--- src/rtl/ofr_pkg.sv ---
package ofr_pkg;

  // Fetch machine states; T1..T4 follow one another on rising edges.
  typedef enum logic [2:0] {
    ST_IDLE = 3'd0,
    ST_T1   = 3'd1,
    ST_T2   = 3'd2,
    ST_T3   = 3'd3,
    ST_T4   = 3'd4
  } fetchState_t;

  // Strobes from control to datapath, all applied on the next rising edge
  // except refreshSel, which steers the address mux.
  typedef struct packed {
    logic latchPc;
    logic latchOp;
    logic bumpR;
    logic refreshSel;
  } ofrStrobe_t;

endpackage

--- src/rtl/ofr_ctrl.sv ---
module ofr_ctrl
  import ofr_pkg::*;
(
  input  logic       clk,
  input  logic       rstN,
  input  logic       startFetch,
  output ofrStrobe_t strobe,
  output logic       m1N,
  output logic       mreqN,
  output logic       rdN,
  output logic       rfshN,
  output logic       fetchDone
);

  fetchState_t state, stateNext, halfState;

  always_ff @(posedge clk or negedge rstN) begin
    if (!rstN) state <= ST_IDLE;
    else       state <= stateNext;
  end

  // Copy of the state taken on the falling edge; gives the half-clock strobes.
  always_ff @(negedge clk or negedge rstN) begin
    if (!rstN) halfState <= ST_IDLE;
    else       halfState <= state;
  end

  logic acceptStart;
  assign acceptStart = startFetch && (state == ST_IDLE || state == ST_T4);

  always_comb begin
    unique case (state)
      ST_IDLE: stateNext = acceptStart ? ST_T1 : ST_IDLE;
      ST_T1:   stateNext = ST_T2;
      ST_T2:   stateNext = ST_T3;
      ST_T3:   stateNext = ST_T4;
      ST_T4:   stateNext = acceptStart ? ST_T1 : ST_IDLE;
      default: stateNext = ST_IDLE;
    endcase
  end

  logic inT1Late, inT3Late, inT4Early, inRefresh;
  assign inT1Late  = (state == ST_T1) && (halfState == ST_T1);
  assign inT3Late  = (state == ST_T3) && (halfState == ST_T3);
  assign inT4Early = (state == ST_T4) && (halfState == ST_T3);
  assign inRefresh = (state == ST_T3) || (state == ST_T4);

  always_comb begin
    strobe.latchPc    = acceptStart;
    strobe.latchOp    = (state == ST_T2);
    strobe.bumpR      = (state == ST_T4);
    strobe.refreshSel = inRefresh;
  end

  assign m1N       = !((state == ST_T1) || (state == ST_T2));
  assign rdN       = !(inT1Late || (state == ST_T2));
  assign mreqN     = !(inT1Late || (state == ST_T2) || inT3Late || inT4Early);
  assign rfshN     = !inRefresh;
  assign fetchDone = (state == ST_T4);

endmodule

--- src/rtl/ofr_dpath.sv ---
module ofr_dpath
  import ofr_pkg::*;
#(
  parameter int ADDR_W = 16,
  parameter int DATA_W = 8
) (
  input  logic                     clk,
  input  logic                     rstN,
  input  ofrStrobe_t               strobe,
  input  logic [ADDR_W-1:0]        pcIn,
  input  logic [ADDR_W-DATA_W-1:0] vecIn,
  input  logic                     rLoadEn,
  input  logic [DATA_W-1:0]        rLoadVal,
  input  logic [DATA_W-1:0]        dataIn,
  output logic [ADDR_W-1:0]        addrOut,
  output logic [DATA_W-1:0]        opcodeOut
);

  localparam int CNT_W = DATA_W - 1;  // counting part of the refresh register

  logic [ADDR_W-1:0] pcHold;
  logic [DATA_W-1:0] opReg;
  logic [DATA_W-1:0] rReg;

  always_ff @(posedge clk or negedge rstN) begin
    if (!rstN) begin
      pcHold <= '0;
      opReg  <= '0;
    end else begin
      if (strobe.latchPc) pcHold <= pcIn;
      if (strobe.latchOp) opReg  <= dataIn;
    end
  end

  // Refresh register: a load beats the post-fetch step.
  always_ff @(posedge clk or negedge rstN) begin
    if (!rstN)             rReg <= '0;
    else if (rLoadEn)      rReg <= rLoadVal;
    else if (strobe.bumpR) rReg <= {rReg[DATA_W-1], rReg[CNT_W-1:0] + CNT_W'(1)};
  end

  assign addrOut   = strobe.refreshSel ? {vecIn, rReg} : pcHold;
  assign opcodeOut = opReg;

endmodule

--- src/rtl/ofr_top.sv ---
module ofr_top
  import ofr_pkg::*;
#(
  parameter int ADDR_W = 16,
  parameter int DATA_W = 8
) (
  input  logic                     clk,
  input  logic                     rstN,
  input  logic                     startFetch,
  input  logic [ADDR_W-1:0]        pcIn,
  input  logic [ADDR_W-DATA_W-1:0] vecIn,
  input  logic                     rLoadEn,
  input  logic [DATA_W-1:0]        rLoadVal,
  input  logic [DATA_W-1:0]        dataIn,
  output logic [ADDR_W-1:0]        addrOut,
  output logic                     m1N,
  output logic                     mreqN,
  output logic                     rdN,
  output logic                     rfshN,
  output logic [DATA_W-1:0]        opcodeOut,
  output logic                     fetchDone
);

  ofrStrobe_t strobe;

  ofr_ctrl u_ctrl (
    .clk        (clk),
    .rstN       (rstN),
    .startFetch (startFetch),
    .strobe     (strobe),
    .m1N        (m1N),
    .mreqN      (mreqN),
    .rdN        (rdN),
    .rfshN      (rfshN),
    .fetchDone  (fetchDone)
  );

  ofr_dpath #(.ADDR_W(ADDR_W), .DATA_W(DATA_W)) u_dpath (
    .clk       (clk),
    .rstN      (rstN),
    .strobe    (strobe),
    .pcIn      (pcIn),
    .vecIn     (vecIn),
    .rLoadEn   (rLoadEn),
    .rLoadVal  (rLoadVal),
    .dataIn    (dataIn),
    .addrOut   (addrOut),
    .opcodeOut (opcodeOut)
  );

endmodule

--- config.mk ---
export PLATFORM = sky130hd
export DESIGN_NAME = ofr_top
export DESIGN_NICKNAME = d
export VERILOG_FILES = /design/src/rtl/ofr_pkg.sv /design/src/rtl/ofr_ctrl.sv /design/src/rtl/ofr_dpath.sv /design/src/rtl/ofr_top.sv
export SDC_FILE = /design/constraint.sdc
export NUM_CORES = 1
export LEC_CHECK = 0
export ABC_CLOCK_PERIOD_IN_PS = 5500
export BUFFER_PORTS_ARGS = -buffer_cell sky130_fd_sc_hd__buf_2
export CAP_MARGIN = 40
export CORE_UTILIZATION = 25
export CTS_CLUSTER_SIZE = 25
export DETAILED_ROUTE_END_ITERATION = 8
export GPL_TIMING_DRIVEN = 0
export PLACE_DENSITY = 0.57
export SYNTH_ARGS = -nofsm -noshare
export SYNTH_HDL_FRONTEND = slang
export SYNTH_SLANG_ARGS = --single-unit
--- constraint.sdc ---
create_clock -name clk -period 5.5 [get_ports clk]
set_input_delay 1.1 -clock clk [delete_from_list [all_inputs] [get_ports clk]]
set_output_delay 1.1 -clock clk [all_outputs]
set_load 0.01 [all_outputs]
==> summary.md, run 1 <==
| Metric | Value |
|---|---|
| Status | finished, final reports clean |
| R2R depth | 0 |
| Worst setup path class | reg -> out |
| # diodes | 0 |
| Avg WL per Cell | 12.3 um |
| Vias in the first global route | 1274 |
| Initial DRC Count | 23 |
| Placed cell count | 306 |
| Startpoint types | register |
| Worst slew margin | 54.4% |
| Mapped Nets | around 180 |
| DIE HEIGHT | 87.7 um |
| Row count | 30 |
| GRT Residual Overflow | 0 |
| Core ar. | 6940 um^2 |
| Die Wd | 87.7 um |
| Top Ports | 73 |
| Fin cells | between 300 and 400 |
| Layout fillers | 714 |
| Sw Pwr | 0.438 mW |
| Worst-path maximum fanout | 2 |
| Post-Route WL | 3880 um |
| All-Layer GR Usage | 10.9% |
| Max Cap Viol | 0 |
| Crit path DAT | 4.14 ns |
| Inserted Clock Buffers | 5 |
| Final Hold Vio Count | 0 |
| Share of layout cells above drive strength 1 | between 50% and 60% |
| Crit end category | primary output |
| Maximum VDD drop | 0.000168 V |
| Post-synthesis sequential area ratio | 51.7% |
| Post-DP HPWL | 2940 um |
| DRT antenna net count | 0 |
| Synth Instances | 138 |
| Pins over their slew limit | 0 |
| WHS Path Cells | 1 |
| RSZ-0062 raised after global routing | false |
| Clk_lat worst skew | 0.29 ns |
| Gate power share | 49.3% |
| Global-route wire length before repair | between 6000 and 7000 um |
| Clock power share | 14.4% |
| P_leak | 1.13 nW |
| Share of the synthesized area in the top cell type | 47.7% |
| Area leader, netlist | dfrtp_1 |
| Total negative setup slack | 0 ns |
| Buffers on Ports | 71 |
| Synth cell types | 33 |
| Setup violators final | 0 |
| # H-tree levels | 2 |
| Reg clk slew, reported paths | around 0.080 ns |
| Syn_area_per_cell | approximately 13 um^2 |
| DRC errors left | 0 |
| Worst-margin pin slew | approximately 0.68 ns |
| Synth area leaders | dfrtp_1, mux2_2, mux2_4, dfrtn_1, nand2_1 |
| Internal Power | 0.853 mW |
| CTS tree | built |
| Sink Count | 38 |
| Synth Cell Area | 1840 um^2 |
| Post-CTS Resized | 0 |
| Maximum clock path buffer count | 2 |
| Maximum number of pins on one net before global-route repair | 21 |
| Area delta synth->final | 31.9% |
| Synth warnings | 0 |
| Hold buffers post-CTS | 0 |
| Power density over the cells | 532 nW/um^2 |
| Placer Congestion | roughly 0.75 |
| CTS Root Cell | clkbuf_8 |
| Hold Path Class | reg -> reg |
| Net count, final | approximately 260 |
| Worst hold margin | approximately 0.5 ns |
| Die footprint | 7700 um^2 |
| Sw Ratio | 33.9% |
| Routed vias | between 1000 and 1500 |
| First-pass DRT Iterations | 4 |
| Post-CTS Setup Repair Bufs | 0 |
| Power, Total | 1.29 mW |
| Initial antenna violation count | 0 |
| CP required | 4.40 ns |
| Sequential Power Share | between 30% and 40% |
| Routed vias/inst | 4.24 |
| FF+latch count, synth | 38 |
| Initial Util | 26.5% |
| Final Skew | ~0.0072 ns |
## cells in the final DEF, fill, tap and decap left out, types with 2 or more instances in the layout
master | synthesis | routed
xnor2_1 | 2 | 2
dfrtn_1 | 3 | 3
clkbuf_8 | 0 | 5
nand3_1 | 4 | 4
or4_1 | 4 | 4
o21ai_0 | 7 | 7
inv_1 | 4 | 4
buf_2 | 1 | 72
mux2_2 | 32 | 32
mux2_4 | 8 | 8
nor3b_2 | 2 | 2
nor2b_1 | 4 | 4
clkbuf_1 | 2 | 3
clkinv_2 | 0 | 2
nand2_1 | 10 | 10
nand4_1 | 2 | 2
dfrtp_1 | 35 | 35
## through the flow
step | setup slack [ns] | util, % | instance area (um^2)
CTS | 0.245 | 34.9 | 2420
global placement | 0.577 | 33.3 | 2310
floorplan | 0.709 | - | 1840
global route | 0.0948 | 34.9 | 2420
finish | 0.263 | 34.9 | 2420
detailed placement | 0.570 | 33.7 | 2340
## power groups by stage
stage,clock [mW],sequential [mW],combinational [mW]
global route,0.208,0.486,0.706
finish,0.186,0.469,0.636
floorplan,0,0.472,0.439
global placement,0,0.470,0.640
CTS,0.198,0.470,0.652
detailed placement,0,0.475,0.651
## cells by family after synthesis
| group | Yosys count | share of synthesized area, % |
|---|---|---|
| AOI/OAI and AO/OA | 10 | 3.13 |
| DFF | 38 | 51.7 |
| buffers and inverters | 10 | 3.61 |
| xor gates and xnor gates | 2 | 0.953 |
| muxes | 42 | 27.3 |
| and+or+nand+nor | 35 | 12.6 |
| adders and majority gates | 1 | 0.681 |
## area by class of cell
type | count | area (um^2) | share of cell area, %
well taps | 96 | 120 | 4.96
inverters | 4 | 15.0 | 0.620
clock buffers | 6 | 72.6 | 2.99
clock inverters | 2 | 10.0 | 0.413
multi-input cells | 90 | 821 | 33.9
plain buffers | 6 | 51.3 | 2.12
flip-flops and latches | 38 | 951 | 39.2
repair buffers | 72 | 383 | 15.8
## worst paths after layout
| check | from | to | slack, ns |
|---|---|---|---|
| min in group asynchronous | rstN | u_dpath.pcHold[11] | 0.77 |
| worst max register to register | u_ctrl.state[1] | u_ctrl.halfState[1] | 2.07 |
| worst min-delay path | u_dpath.pcHold[15] | u_dpath.pcHold[15] | 0.49 |
| max in group asynchronous | rstN | u_ctrl.halfState[2] | 1.60 |
| worst min register to register | u_dpath.pcHold[15] | u_dpath.pcHold[15] | 0.49 |
| worst max-delay path | u_ctrl.halfState[0] | mreqN | 0.26 |
## sequential cells by signal, indices dropped and copies added, names as in the netlist
signal / count
u_ctrl.state: 3
u_dpath.rReg: 8
u_ctrl.halfState: 3
u_dpath.opcodeOut: 8
u_dpath.pcHold: 16
## routing by layer
metal | wire (um) | share of wire, % | GRT usage [%] | vias to the layer above
li1 | - | - | - | 646
met1 | 1820 | 47 | 13.6 | 640
met2 | 1830 | 47 | 17.8 | 43
met3 | 186 | 4.8 | 3.02 | 2
met4 | 39 | 1.0 | 4.47 | 0
met5 | 0 | 0 | 0 | -
## synthesized netlist by cell type (all sizes together)
library cell	count
mux2	41
dfrtp	35
nand2	10
o21ai	7
buf	4
inv	4
nand3	4
nor2b	4
or4	4
dfrtn	3
nor3b	3
clkbuf	2
nand4	2
or2	2
xnor2	2
a21oi	1
a32oi	1
and3b	1
and4bb	1
ha	1
mux2i	1
nand2b	1
nand4bb	1
nor2	1
o41ai	1
or2b	1
## critical path, stage by stage, from the launching register on
cell     delay [ns]
dfrtn_1        0.38
inv_1          0.05
o41ai_1        0.43
a32oi_1        0.08
buf_2          0.16
(Power assumes the default switching activity.)
==> inputs of run 2 (changes only) <==
==> constraint.sdc (replaced) <==
create_clock -name clk -period 5.5 [get_ports clk]
set_input_delay 1.375 -clock clk [delete_from_list [all_inputs] [get_ports clk]]
set_output_delay 1.375 -clock clk [all_outputs]
set_load 0.01 [all_outputs]
==> run 2 against run 1 <==
Effect of this change: hold slack is essentially flat; total power grew 1.3%; critical path depth shrank 1; flip-flop and latch count is the same; core utilization grew 0.27 points; clock skew grew 0.00085 ns; count of clock-buffer cells in the layout is the same; critical path type unchanged; critical endpoint unchanged; largest power group unchanged.
==> summary.md, run 2 (same netlist as run 1, synthesis figures left out) <==
| Metric | Value |
|---|---|
| Status | finished, final reports clean |
| Die Wd | 87.7 um |
| Buffers on Ports | 71 |
| DIE HEIGHT | between 80 and 90 um |
| Placer Congestion | 0.748 |
| P_leak | between 1 and 1.5 nW |
| # diodes | 0 |
| Power density over the cells | 536 nW/um^2 |
| Reg-to-reg setup timing slack | 2.07 ns |
| Commonest non-fill, non-tap cell in the layout | buf_2 |
| Startpoint types | register |
| Final setup margin | between 0.08 and 0.09 ns |
| Final Hold Vio Count | 0 |
| Sequential Power Share | 36.1% |
| # H-tree levels | 2 |
| Row count | 30 |
| Sw Pwr | 0.449 mW |
| Maximum clock path buffer count | 2 |
| Reg clk slew, reported paths | 0.08 ns |
| Clk_lat worst skew | between 0.2 and 0.3 ns |
| Worst-path maximum fanout | 2 |
| Crit end category | primary output |
| Hold buffers post-CTS | 0 |
| Top reg by flops | u_dpath.pcHold |
| Die footprint | 7700 um^2 |
| CTS Root Cell | clkbuf_8 |
| CP required | 4.12 ns |
| Hold Path Class | reg -> reg |
| First-pass DRT Iterations | 3 |
| Maximum VDD drop | roughly 0.00017 V |
| Routed vias | 1344 |
| Placed cell count | 306 |
| Vias in the first global route | 1294 |
| Final Skew | 0.00807 ns |
| Pins over their slew limit | 0 |
| RSZ-0062 raised after global routing | false |
| Max reg flops | 16 |
| Top Ports | 73 |
| Power, Total | roughly 1.3 mW |
| Crit path capture | mreqN |
| GRT Residual Overflow | 0 |
| Worst slack, placed | 0.295 ns |
| Avg WL per Cell | 12.6 um |
| Most frequent cells in the layout | buf_2, dfrtp_1, mux2_2 |
| Post-Route WL | about 4000 um |
| Inserted Clock Buffers | 5 |
| R2R depth | 0 |
| Global-route wire length before repair | around 6300 um |
| Gate power share | between 40% and 50% |
| DRC errors left | 0 |
| Clock power share | 14.2% |
| RR Endpoint | u_ctrl.halfState[1] |
| Sink Count | 38 |
| Fin cells | 314 |
| Share of layout cells above drive strength 1 | around three fifths |
| Maximum number of pins on one net before global-route repair | 21 |
| Worst-margin pin slew | 0.679 ns |
| DRT antenna net count | 0 |
| Crit path DAT | 4.04 ns |
| Initial Util | a little over a quarter |
| CTS tree | built |
| Initial antenna violation count | 0 |
| All-Layer GR Usage | 11.1% |
| Core ar. | ~6900 um^2 |
| Initial DRC Count | 19 |
| Worst slew margin | 54.6% |
| Total negative setup slack | 0 ns |
| Critical path startpoint | u_ctrl.halfState[1] |
| Max Cap Viol | 0 |
| Post-DP HPWL | approximately 2900 um |
| Setup violators final | 0 |
| Routed vias/inst | 4.28 |
| Internal Power | between 0.8 and 0.9 mW |
| Sw Ratio | 34.4% |
| Net count, final | between 200 and 300 |
| Reg2reg start | u_ctrl.state[1] |
| Post-CTS Setup Repair Bufs | 0 |
| Area delta synth->final | 32.9% |
| Worst setup path class | reg -> out |
[run 2: cell counts in the layout (fill, tap and decap cells not counted)]
Identical to the previous run, type by type.
[run 2: final cells by class]
class | instances | area, um^2
clock inverters | 2 | 10.0
plain buffers | 6 | 51.3
clock buffers | 6 | 72.6
well taps | 96 | 120
fillers | 714 | 4500
multi-input cells | 90 | 840
repair buffers | 72 | 383
flip-flops and latches | 38 | 951
inverters | 4 | 15.0
[run 2: per-layer routing]
metal / up-vias / GRT usage (%) / share of wire (%)
met2: 43 / 18.5 / 48
met5: - / 0 / 0
li1: 646 / - / -
met4: 0 / 4.47 / 1.0
met3: 2 / 3.02 / 4.6
met1: 653 / 13.6 / 46
[run 2: worst max-delay path, cell delays in order (launching register included)]
cell	delay, ns
dfrtn_1	0.38
o41ai_4	0.39
a32oi_1	0.07
buf_2	0.16
[run 2: power by group through the flow]
stage	registers [mW]	logic, mW	clock network, mW
6_report	0.472	0.649	0.186
5_1_grt	0.490	0.718	0.208
3_3_place_gp	0.470	0.640	0
3_5_place_dp	0.475	0.651	0
4_1_cts	0.471	0.656	0.198
2_1_floorplan	0.472	0.439	0
[run 2: how the worst min path moves through the flow]
stage | startpoint | endpoint | slack [ns] | cells after the start
floorplan | u_dpath.pcHold[15] | u_dpath.pcHold[15] | 0.45 | 1
global placement | u_dpath.pcHold[15] | u_dpath.pcHold[15] | 0.48 | 1
detailed placement | u_dpath.pcHold[15] | u_dpath.pcHold[15] | 0.47 | 1
CTS | u_dpath.pcHold[15] | u_dpath.pcHold[15] | 0.50 | 1
global route | u_dpath.pcHold[15] | u_dpath.pcHold[15] | 0.52 | 1
finish | u_dpath.pcHold[15] | u_dpath.pcHold[15] | 0.49 | 1
[run 2: stage by stage]
step,instance area (um^2),hold WS (ns),utilization (%)
2_1_floorplan,1840,0.454,-
3_3_place_gp,2310,0.476,33.3
3_5_place_dp,2340,0.475,33.7
4_1_cts,2430,0.499,35.0
5_1_grt,2440,0.519,35.2
6_report,2440,0.495,35.2
[run 2: timing repair]
item / CTS / global route
pin swaps: 0 / 1
gates resized for setup: 1 / 1
endpoints found under the setup margin: 2 / 2
gates cloned: 0 / 0
